$ cat src/rtl/ksel_pkg.sv
package ksel_pkg;

  localparam logic [1:0] OPC_ADD = 2'b00;
  localparam logic [1:0] OPC_SUB = 2'b01;
  localparam logic [1:0] OPC_SLT = 2'b10;

  // full decode, used by the operand stage
  typedef struct packed {
    logic negate;
    logic imm_ok;
    logic is_slt;
    logic signed_op;
  } ksel_dec_t;

  // what later stages still need
  typedef struct packed {
    logic is_slt;
    logic signed_op;
  } ksel_tail_t;

  function automatic ksel_dec_t decode_op(input logic [1:0] op, input logic sgn);
    ksel_dec_t d;
    d.negate    = (op == OPC_SUB) || (op == OPC_SLT);
    d.imm_ok    = (op != OPC_SUB);
    d.is_slt    = (op == OPC_SLT);
    d.signed_op = sgn;
    return d;
  endfunction

  // two's-complement overflow from the operand and sum sign bits
  function automatic logic signed_ovf(input logic am, input logic bm, input logic sm);
    return (am == bm) && (sm != am);
  endfunction

endpackage

$ cat src/rtl/ksel_prep.sv
module ksel_prep import ksel_pkg::*; #(
  parameter int W    = 32,
  parameter int IMMW = 16
) (
  input  logic [W-1:0]    a,
  input  logic [W-1:0]    b,
  input  logic [IMMW-1:0] imm,
  input  logic            use_imm,
  input  ksel_dec_t       dec,
  output logic [W-1:0]    p,
  output logic [W-1:0]    g,
  output logic            cin,
  output logic            a_msb,
  output logic            b_msb
);
  logic [W-1:0] imm_ext, opnd, y;

  assign imm_ext = {{(W-IMMW){imm[IMMW-1]}}, imm};
  assign opnd    = (use_imm && dec.imm_ok) ? imm_ext : b;
  assign y       = dec.negate ? ~opnd : opnd;

  // kill is the case !p && !g
  assign p     = a ^ y;
  assign g     = a & y;
  assign cin   = dec.negate;
  assign a_msb = a[W-1];
  assign b_msb = y[W-1];
endmodule

$ cat src/rtl/ksel_block.sv
module ksel_block #(
  parameter int BW = 8
) (
  input  logic [BW-1:0] p,
  input  logic [BW-1:0] g,
  output logic [BW-1:0] pre_g,
  output logic [BW-1:0] pre_p
);
  // inclusive prefix of (g,p) over bits 0..i, log-depth tree
  function automatic logic [2*BW-1:0] prefix_tree(input logic [BW-1:0] gi, input logic [BW-1:0] pi);
    logic [BW-1:0] gg, pp, gn, pn;
    gg = gi;
    pp = pi;
    for (int d = 1; d < BW; d = d * 2) begin
      gn = gg;
      pn = pp;
      for (int i = d; i < BW; i++) begin
        gn[i] = gg[i] | (pp[i] & gg[i-d]);
        pn[i] = pp[i] & pp[i-d];
      end
      gg = gn;
      pp = pn;
    end
    return {gg, pp};
  endfunction

  assign {pre_g, pre_p} = prefix_tree(g, p);
endmodule

$ cat src/rtl/ksel_sums.sv
module ksel_sums #(
  parameter int BW = 8
) (
  input  logic [BW-1:0] p,
  input  logic [BW-2:0] pre_g,
  input  logic [BW-2:0] pre_p,
  output logic [BW-1:0] sum0,
  output logic [BW-1:0] sum1
);
  logic [BW-1:0] c_if0, c_if1;

  assign c_if0[0] = 1'b0;
  assign c_if1[0] = 1'b1;
  for (genvar i = 1; i < BW; i++) begin : g_bit
    assign c_if0[i] = pre_g[i-1];
    assign c_if1[i] = pre_g[i-1] | pre_p[i-1];
  end

  assign sum0 = p ^ c_if0;
  assign sum1 = p ^ c_if1;
endmodule

$ cat src/rtl/ksel_resolve.sv
module ksel_resolve #(
  parameter int NB = 4
) (
  input  logic [NB-1:0] grp_g,
  input  logic [NB-1:0] grp_p,
  input  logic          cin0,
  output logic [NB-1:0] bcin,
  output logic          cout
);
  // every block carry-in is formed from group terms only, flattened per block
  function automatic logic carry_into(input int j, input logic [NB-1:0] gg,
                                      input logic [NB-1:0] pp, input logic c0);
    logic acc;
    acc = c0;
    for (int k = 0; k < NB; k++)
      if (k < j) acc = gg[k] | (pp[k] & acc);
    return acc;
  endfunction

  for (genvar j = 0; j < NB; j++) begin : g_cin
    assign bcin[j] = carry_into(j, grp_g, grp_p, cin0);
  end
  assign cout = carry_into(NB, grp_g, grp_p, cin0);
endmodule

$ cat src/rtl/ksel_adder.sv
module ksel_adder import ksel_pkg::*; #(
  parameter int W    = 32,
  parameter int BW   = 8,
  parameter int IMMW = 16
) (
  input  logic            clk,
  input  logic            rst_n,
  input  logic            in_valid,
  output logic            in_ready,
  input  logic [1:0]      in_op,
  input  logic            in_signed,
  input  logic            in_use_imm,
  input  logic [W-1:0]    in_a,
  input  logic [W-1:0]    in_b,
  input  logic [IMMW-1:0] in_imm,
  output logic            o_valid,
  input  logic            o_ready,
  output logic [W-1:0]    o_result,
  output logic            o_ovf
);
  localparam int NB = W / BW;

  logic adv;
  logic q_valid, q_ovf, q_is_slt;
  logic [W-1:0] q_result;

  assign adv      = !q_valid || o_ready;
  assign in_ready = adv;

  // ---------------- stage 1: operand select + kpg ----------------
  ksel_dec_t    dec0;
  logic [W-1:0] p0, g0;
  logic         cin0, am0, bm0;

  assign dec0 = decode_op(in_op, in_signed);

  ksel_prep #(.W(W), .IMMW(IMMW)) u_prep (
    .a(in_a), .b(in_b), .imm(in_imm), .use_imm(in_use_imm), .dec(dec0),
    .p(p0), .g(g0), .cin(cin0), .a_msb(am0), .b_msb(bm0)
  );

  logic         s1_valid, s1_cin, s1_am, s1_bm;
  ksel_tail_t   s1_ctl;
  logic [W-1:0] s1_p, s1_g;

  always_ff @(posedge clk or negedge rst_n) begin
    if (!rst_n) begin
      s1_valid <= 1'b0; s1_ctl <= '0; s1_p <= '0; s1_g <= '0;
      s1_cin <= 1'b0; s1_am <= 1'b0; s1_bm <= 1'b0;
    end else if (adv) begin
      s1_valid <= in_valid;
      s1_ctl   <= '{is_slt: dec0.is_slt, signed_op: dec0.signed_op};
      s1_p     <= p0;
      s1_g     <= g0;
      s1_cin   <= cin0;
      s1_am    <= am0;
      s1_bm    <= bm0;
    end
  end

  // ---------------- stage 2: in-block prefix tree ----------------
  logic [W-1:0] pre_g, pre_p;
  for (genvar j = 0; j < NB; j++) begin : g_tree
    ksel_block #(.BW(BW)) u_blk (
      .p(s1_p[j*BW +: BW]), .g(s1_g[j*BW +: BW]),
      .pre_g(pre_g[j*BW +: BW]), .pre_p(pre_p[j*BW +: BW])
    );
  end

  logic         s2_valid, s2_cin, s2_am, s2_bm;
  ksel_tail_t   s2_ctl;
  logic [W-1:0] s2_p, s2_G, s2_P;

  always_ff @(posedge clk or negedge rst_n) begin
    if (!rst_n) begin
      s2_valid <= 1'b0; s2_ctl <= '0; s2_p <= '0; s2_G <= '0; s2_P <= '0;
      s2_cin <= 1'b0; s2_am <= 1'b0; s2_bm <= 1'b0;
    end else if (adv) begin
      s2_valid <= s1_valid;
      s2_ctl   <= s1_ctl;
      s2_p     <= s1_p;
      s2_G     <= pre_g;
      s2_P     <= pre_p;
      s2_cin   <= s1_cin;
      s2_am    <= s1_am;
      s2_bm    <= s1_bm;
    end
  end

  // ------- stage 3: dual block sums + parallel block carries -------
  logic [W-1:0]  nx_sum0, nx_sum1;
  logic [NB-1:0] grp_g, grp_p, nx_bcin;
  logic          nx_cout;

  for (genvar j = 0; j < NB; j++) begin : g_sum
    ksel_sums #(.BW(BW)) u_sums (
      .p(s2_p[j*BW +: BW]),
      .pre_g(s2_G[j*BW +: BW-1]), .pre_p(s2_P[j*BW +: BW-1]),
      .sum0(nx_sum0[j*BW +: BW]), .sum1(nx_sum1[j*BW +: BW])
    );
    assign grp_g[j] = s2_G[j*BW + BW-1];
    assign grp_p[j] = s2_P[j*BW + BW-1];
  end

  ksel_resolve #(.NB(NB)) u_res (
    .grp_g(grp_g), .grp_p(grp_p), .cin0(s2_cin), .bcin(nx_bcin), .cout(nx_cout)
  );

  logic          s3_valid, s3_cout, s3_am, s3_bm;
  ksel_tail_t    s3_ctl;
  logic [W-1:0]  s3_sum0, s3_sum1;
  logic [NB-1:0] s3_bcin;

  always_ff @(posedge clk or negedge rst_n) begin
    if (!rst_n) begin
      s3_valid <= 1'b0; s3_ctl <= '0; s3_sum0 <= '0; s3_sum1 <= '0;
      s3_bcin <= '0; s3_cout <= 1'b0; s3_am <= 1'b0; s3_bm <= 1'b0;
    end else if (adv) begin
      s3_valid <= s2_valid;
      s3_ctl   <= s2_ctl;
      s3_sum0  <= nx_sum0;
      s3_sum1  <= nx_sum1;
      s3_bcin  <= nx_bcin;
      s3_cout  <= nx_cout;
      s3_am    <= s2_am;
      s3_bm    <= s2_bm;
    end
  end

  // ---------------- stage 4: select, compare, flag ----------------
  logic [W-1:0] s4_sum;
  logic         s4_vraw, s4_lt;

  for (genvar j = 0; j < NB; j++) begin : g_sel
    assign s4_sum[j*BW +: BW] = s3_bcin[j] ? s3_sum1[j*BW +: BW] : s3_sum0[j*BW +: BW];
  end

  assign s4_vraw = signed_ovf(s3_am, s3_bm, s4_sum[W-1]);
  assign s4_lt   = s3_ctl.signed_op ? (s4_sum[W-1] ^ s4_vraw) : !s3_cout;

  always_ff @(posedge clk or negedge rst_n) begin
    if (!rst_n) begin
      q_valid <= 1'b0; q_result <= '0; q_ovf <= 1'b0; q_is_slt <= 1'b0;
    end else if (adv) begin
      q_valid  <= s3_valid;
      q_result <= s3_ctl.is_slt ? {{(W-1){1'b0}}, s4_lt} : s4_sum;
      q_ovf    <= s3_valid && !s3_ctl.is_slt && s3_ctl.signed_op && s4_vraw;
      q_is_slt <= s3_valid && s3_ctl.is_slt;
    end
  end

  assign o_valid  = q_valid;
  assign o_result = q_result;
  assign o_ovf    = q_ovf;
endmodule

$ cat config.mk
export PLATFORM = sky130hd
export DESIGN_NAME = ksel_adder
export DESIGN_NICKNAME = d
export VERILOG_FILES = /design/src/rtl/ksel_pkg.sv /design/src/rtl/ksel_prep.sv /design/src/rtl/ksel_block.sv /design/src/rtl/ksel_sums.sv /design/src/rtl/ksel_resolve.sv /design/src/rtl/ksel_adder.sv
export SDC_FILE = /design/constraint.sdc
export NUM_CORES = 1
export LEC_CHECK = 0
export BUFFER_PORTS_ARGS = -buffer_cell sky130_fd_sc_hd__buf_4
export CORE_UTILIZATION = 30
export CTS_CLUSTER_DIAMETER = 40
export DETAILED_ROUTE_END_ITERATION = 7
export PLACE_DENSITY = 0.58
export SYNTH_ARGS = -nofsm -noshare
export SYNTH_HDL_FRONTEND = slang
export SYNTH_SLANG_ARGS = --single-unit
$ cat constraint.sdc
create_clock -name clk -period 1.6 [get_ports clk]
set_input_delay 0.08 -clock clk [delete_from_list [all_inputs] [get_ports clk]]
set_output_delay 0.08 -clock clk [all_outputs]
set_load 0.05 [all_outputs]
# Word level (Yosys, flattened, before mapping)
# Cells that the tools add are included.
# classes
n_addsub,0
mul,0
div,0
magnitude_cmp,0
n_eq_ne,5
n_shift,0
mux,8
bitwise_logic,252
n_reduce_logical,10
# op_table
cell,count
$and 1x1->1,140
$or 1x1->1,100
$mux 32,3
$xor 8x8->8,8
$and 32x32->32,1
$mux 8,4
$not 32->32,1
$xor 32x32->32,1
$logic_and 1x1->1,5
$logic_not 1->1,3
$eq 2x1->1 const B,1
$eq 2x2->1 const B,1
$logic_or 1x1->1,2
$ne 2x1->1 const B,1
$eq 1x1->1,1
$mux 1,1
$ne 1x1->1,1
$xor 1x1->1,1
# totals
reg_bits,280
latchBits,0
mem_bits_rw,0
romBits,0
in_bits,88
output_inout_bits,35
wordCells,304
n_memories,0

# Depth between registers and ports, before layout
# depth
word_depth,8
mapped_depth,10
depth_no_buf,8

# By module
# Synthesis repeated with hierarchy kept, for this count alone.
# hier_totals
cells_unflattened,1522
hier_area_um2,13426.6
# modules_own_cells
module,instances,cells_each,area_per_inst_um2,seq_area_each_um2
ksel_adder,1,1199,10870.4,7006.7
ksel_prep,1,109,1073.5,0.0
ksel_block,4,29,181.4,0.0
ksel_sums,4,23,177.7,0.0
ksel_resolve,1,6,46.3,0.0

# Worst setup path before layout
# No wires, ideal clock.
# synth_path
kind,flip-flop to flip-flop
from,register q_valid (netlist: o_valid)
to,register s2_G[17]
arrival_ps,1556
slack_ps,-33
path_stages_with_launch,7
path_buffers,3
period_less_slack_ps,1633
path_cell_list,dfrtp_1 -> nor2b_4 -> inv_2 -> buf_6 -> buf_6 -> buf_2 -> a21oi_1
# synth_between
elab_chain_len,2
# synth_lines
item,line_no,rtl
start: declaration,ksel_adder.sv:24,"logic q_valid, q_ovf, q_is_slt;"
start signal: assignment,ksel_adder.sv:145,q_valid <= s3_valid;
$logic_not 1->1,ksel_adder.sv:27,assign adv = !q_valid || o_ready;
$logic_or 1x1->1,ksel_adder.sv:27,
via in_ready,ksel_adder.sv:9,"output logic in_ready,"
end signal: assignment,ksel_adder.sv:82,s2_G <= pre_g;
end: declaration,ksel_adder.sv:72,"logic [W-1:0] s2_p, s2_G, s2_P;"
# The timed path passes the listed nets, and every way through them passes these cells.
# A chain may end at the register's enable or synchronous reset.

# Final worst setup path
# layout_path
from,register q_valid (netlist: o_valid)
to,output in_ready
# layout_between
elab_chain_len,2
# layout_lines
item,line_no
$logic_not 1->1,ksel_adder.sv:27
$logic_or 1x1->1,ksel_adder.sv:27
end: declaration,ksel_adder.sv:9
# No other way between the ends.

==> flow_summary.ini <==
[timing]
setup_viol = 1
slew_viol_final = 0
timing.fmax_mhz = 619
setup_slack_ns = -0.0167
finClkSkew_ns = 0.0159
worst_slew_pin_slew_ns = 0.561
period_needed_ns = 1.62
rsz0062_at_grt = true
slew-limit-headroom = 0.626
final.period_utilization = 1.01
finalHoldViolCount = 0

[drt]
wl_um = 30300
drt_iter0_drc = 581
ant_nets = 0
vias_per_cell = 4.49
drtPass1Iterations = 7
vias = 9217
drc_errors = 6
wire_per_inst_um = 14.7

[power_and_ir_drop]
vdd_drop_max_mv = 0.705
comb_power_share = 0.341
powerDensity_nw_per_um2 = 1950
design_power_total_mw = 31.0
seqPwrFrac = 0.401
pwr-share-clk = 0.257
p_sw_mw = 11.8
swShare = 0.379
internal-power_mw = 19.3
power.leakage_nw = 7.83

[setup_path]
cp-end-kind = primary output
required_ns = 1.52
cp_data_arrival_time_ns = 1.54
critPathLaunchType = flop
path_max_fanout = 19
rrSetupSlack_ns = 0.08
crit_type = reg -> out

[cts]
numCtsBuffers = 36
htree_levels = 2
path_clk_slew_ns = 0.06
cts.sinks = 276
clk_latency_ns = 0.51
clock_path_buffers = 3
tritoncts = done
root_buffer = clkbuf_16

[logic_synthesis]
synth_edf_count = 0
ys_types = 38
synth_xor_area_frac = 0.0617
yosysSeqAreaShare = 0.548
syn-num-nets = 1454
synth_top_family_by_area = simple AND/OR/NAND/NOR gates
ys_seq_elements = 276
synth_flop_cell = dfrtp_1
synthSimpleGateAreaFrac = 0.182
synth_compound_area_frac = 0.0923
synth_mux_area_frac = 0.0414
synth-adder-area-share = 0.0338
synth_warnings = 0
syn_area_um2 = 12600
synth_cells = 1332
synth_area_per_cell_um2 = 9.46
synth-async-reset-ratio = 1.00

[final_layout]
instances_no_fill = 2052
fin_nets = 1615
fin_area_um2 = 15900
seqCellArea_um2 = 6910
drive_gt1_frac = 0.155
final_core_util = 0.387
multi_input_area_um2 = 5190
nFillCells = 4110
areaGrowthSynthToFinish_pct = 26.3

[hold_path]
min_path_type = in -> reg

[floorplanning]
initial_core_util = 0.307
dieWidth_um = 207
num_io_pins = 123
die-area_um2 = 42800
rows = 74
core_um2 = 41100
die_h_um = 207

[placement]
dp_slack_ns = -0.0981
port_buffers = 122
dp_cells = 1945
place_congestion = 0.748
placed_area_um2 = 14200
dp_hpwl_um = 20400

[global_route]
grt_max_degree = 140
grt_overflow = 0
grt_pass1_vias = 8797
antenna_found_initial = 1
track_usage = 0.140
grt_pass1_wl_um = 48300

[job]
maxCapViolations = 0

[outcome]
violations = DRC, setup timing
status = finished, violations left
-- state kept, by name, indices dropped and copies added (netlist names), 4 cells and up --
register  cells
o_result     32
s1_g         32
s1_p         32
s2_G         32
s2_p         32
s3_sum0      32
s3_sum1      32
s2_P         28
s3_bcin       4
-- cells in the mapped netlist (4+ instances only) --
cell,number,share of area
nand4_1,4,0.0020
buf_2,43,0.017
nor2_1,54,0.016
o21ai_0,103,0.041
buf_6,7,0.0063
a21oi_1,45,0.018
xor2_1,59,0.041
ha_1,34,0.034
o21a_1,4,0.0024
a21o_1,12,0.0071
inv_1,9,0.0027
and2_1,4,0.0020
clkbuf_1,10,0.0030
a32o_1,8,0.0064
nand3_1,20,0.0079
mux2i_1,51,0.041
nand2_1,502,0.15
o22ai_1,4,0.0020
a211oi_1,4,0.0024
xnor2_1,28,0.019
a22o_1,4,0.0028
dfrtp_1,276,0.55
o211ai_1,6,0.0036
buf_4,20,0.012
-- routing by layer --
| layer | share of wire | vias up | track usage | routed length [um] |
|---|---|---|---|---|
| li1 | - | 4673 | - | - |
| met1 | 0.53 | 4345 | 0.224 | 15900 |
| met2 | 0.41 | 170 | 0.190 | 12400 |
| met3 | 0.049 | 29 | 0.0251 | 1490 |
| met4 | 0.016 | 0 | 0.0360 | 493 |
| met5 | 0 | - | 0 | 0 |
-- cell families (layout without fill, tap and decap cells) --
| kind of cell | after synthesis | after routing |
|---|---|---|
| xor gates and xnor gates | 88 | 88 |
| AOI/OAI and AO/OA | 201 | 201 |
| and+or+nand+nor | 591 | 591 |
| adders and majority gates | 34 | 34 |
| other | 0 | 1 |
| DFF | 276 | 276 |
| buffers and inverters | 90 | 277 |
| muxes | 52 | 52 |
-- worst max-delay path: stages, from the launching register on --
cell and delay [ns]:
dfrtp_2 0.35, nor2b_4 0.24, inv_8 0.11, buf_16 0.17
buf_12 0.15
-- cell usage in the layout (no fill, tap or decap), types with 4 or more instances in the layout --
| cell type | n |
|---|---|
| dfrtp_1 | 275 |
| a22o_1 | 4 |
| inv_1 | 9 |
| a21o_1 | 12 |
| xor2_1 | 59 |
| a21oi_1 | 45 |
| nor2_1 | 54 |
| buf_12 | 9 |
| xnor2_1 | 28 |
| and2_1 | 4 |
| mux2i_1 | 51 |
| clkbuf_1 | 7 |
| o21ai_0 | 103 |
| clkbuf_8 | 4 |
| buf_4 | 147 |
| o22ai_1 | 4 |
| buf_16 | 4 |
| o21a_1 | 4 |
| dlygate4sd3_1 | 35 |
| a32o_1 | 8 |
| nand2_1 | 502 |
| o211ai_1 | 6 |
| nand3_1 | 20 |
| ha_1 | 33 |
| nand4_1 | 4 |
| clkbuf_16 | 40 |
-- layout make-up --
type                       instances  area share
multi-input combinational        966       0.326
timing repair inverter             1    0.000393
clock buffer                      48      0.0633
antenna                            1    0.000157
sequential                       276       0.434
clock inverter                    16      0.0122
tap                              532      0.0418
timing repair buffer             202       0.119
inverter                          10     0.00283
-- per-stage QoR --
stage                     hold WS, ns  TNS (ns)
final                          0.0395   -0.0167
after global routing           0.0588   -0.0731
after CTS                      0.0221   -0.0706
after detailed placement      0.00181     -1.16
after global placement       0.000700    -0.246
after floorplan                -0.216         0
-- worst paths after layout --
| kind | from | end | cells after the start |
|---|---|---|---|
| hold / removal | in_op[0] | s1_ctl[1]$_DFFE_PN0P_ | 5 |
| setup / recovery | o_valid$_DFFE_PN0P_ | in_ready | 4 |
| max in group asynchronous | rst_n | s1_g[19]$_DFFE_PN0P_ | 3 |
| setup reg to reg | o_valid$_DFFE_PN0P_ | s3_cout$_DFFE_PN0P_ | 6 |
| hold reg to reg | s2_P[25]$_DFFE_PN0P_ | s2_P[25]$_DFFE_PN0P_ | 2 |
| min in group asynchronous | rst_n | o_result[1]$_DFFE_PN0P_ | 2 |
-- power groups by stage --
stage          combinational, mW  clock [mW]  sequential, mW
2_1_floorplan               6.50           0            13.0
3_3_place_gp                10.0           0            12.5
3_5_place_dp                10.2           0            12.6
4_1_cts                     10.5        8.20            12.5
5_1_grt                     12.0        8.48            12.9
6_report                    10.6        7.99            12.5
-- repair_timing --
item / CTS / global route
pin swaps: 1 / 0
endpoints found under the hold margin: 343 / 0
hold buffers: 35 / 0
cloned: 2 / 3
resized for setup: 11 / 5
buffers inserted: 2 / 0
setup endpoints to repair: 2 / 112
No activity file was read; power rests on OpenSTA's default activity.
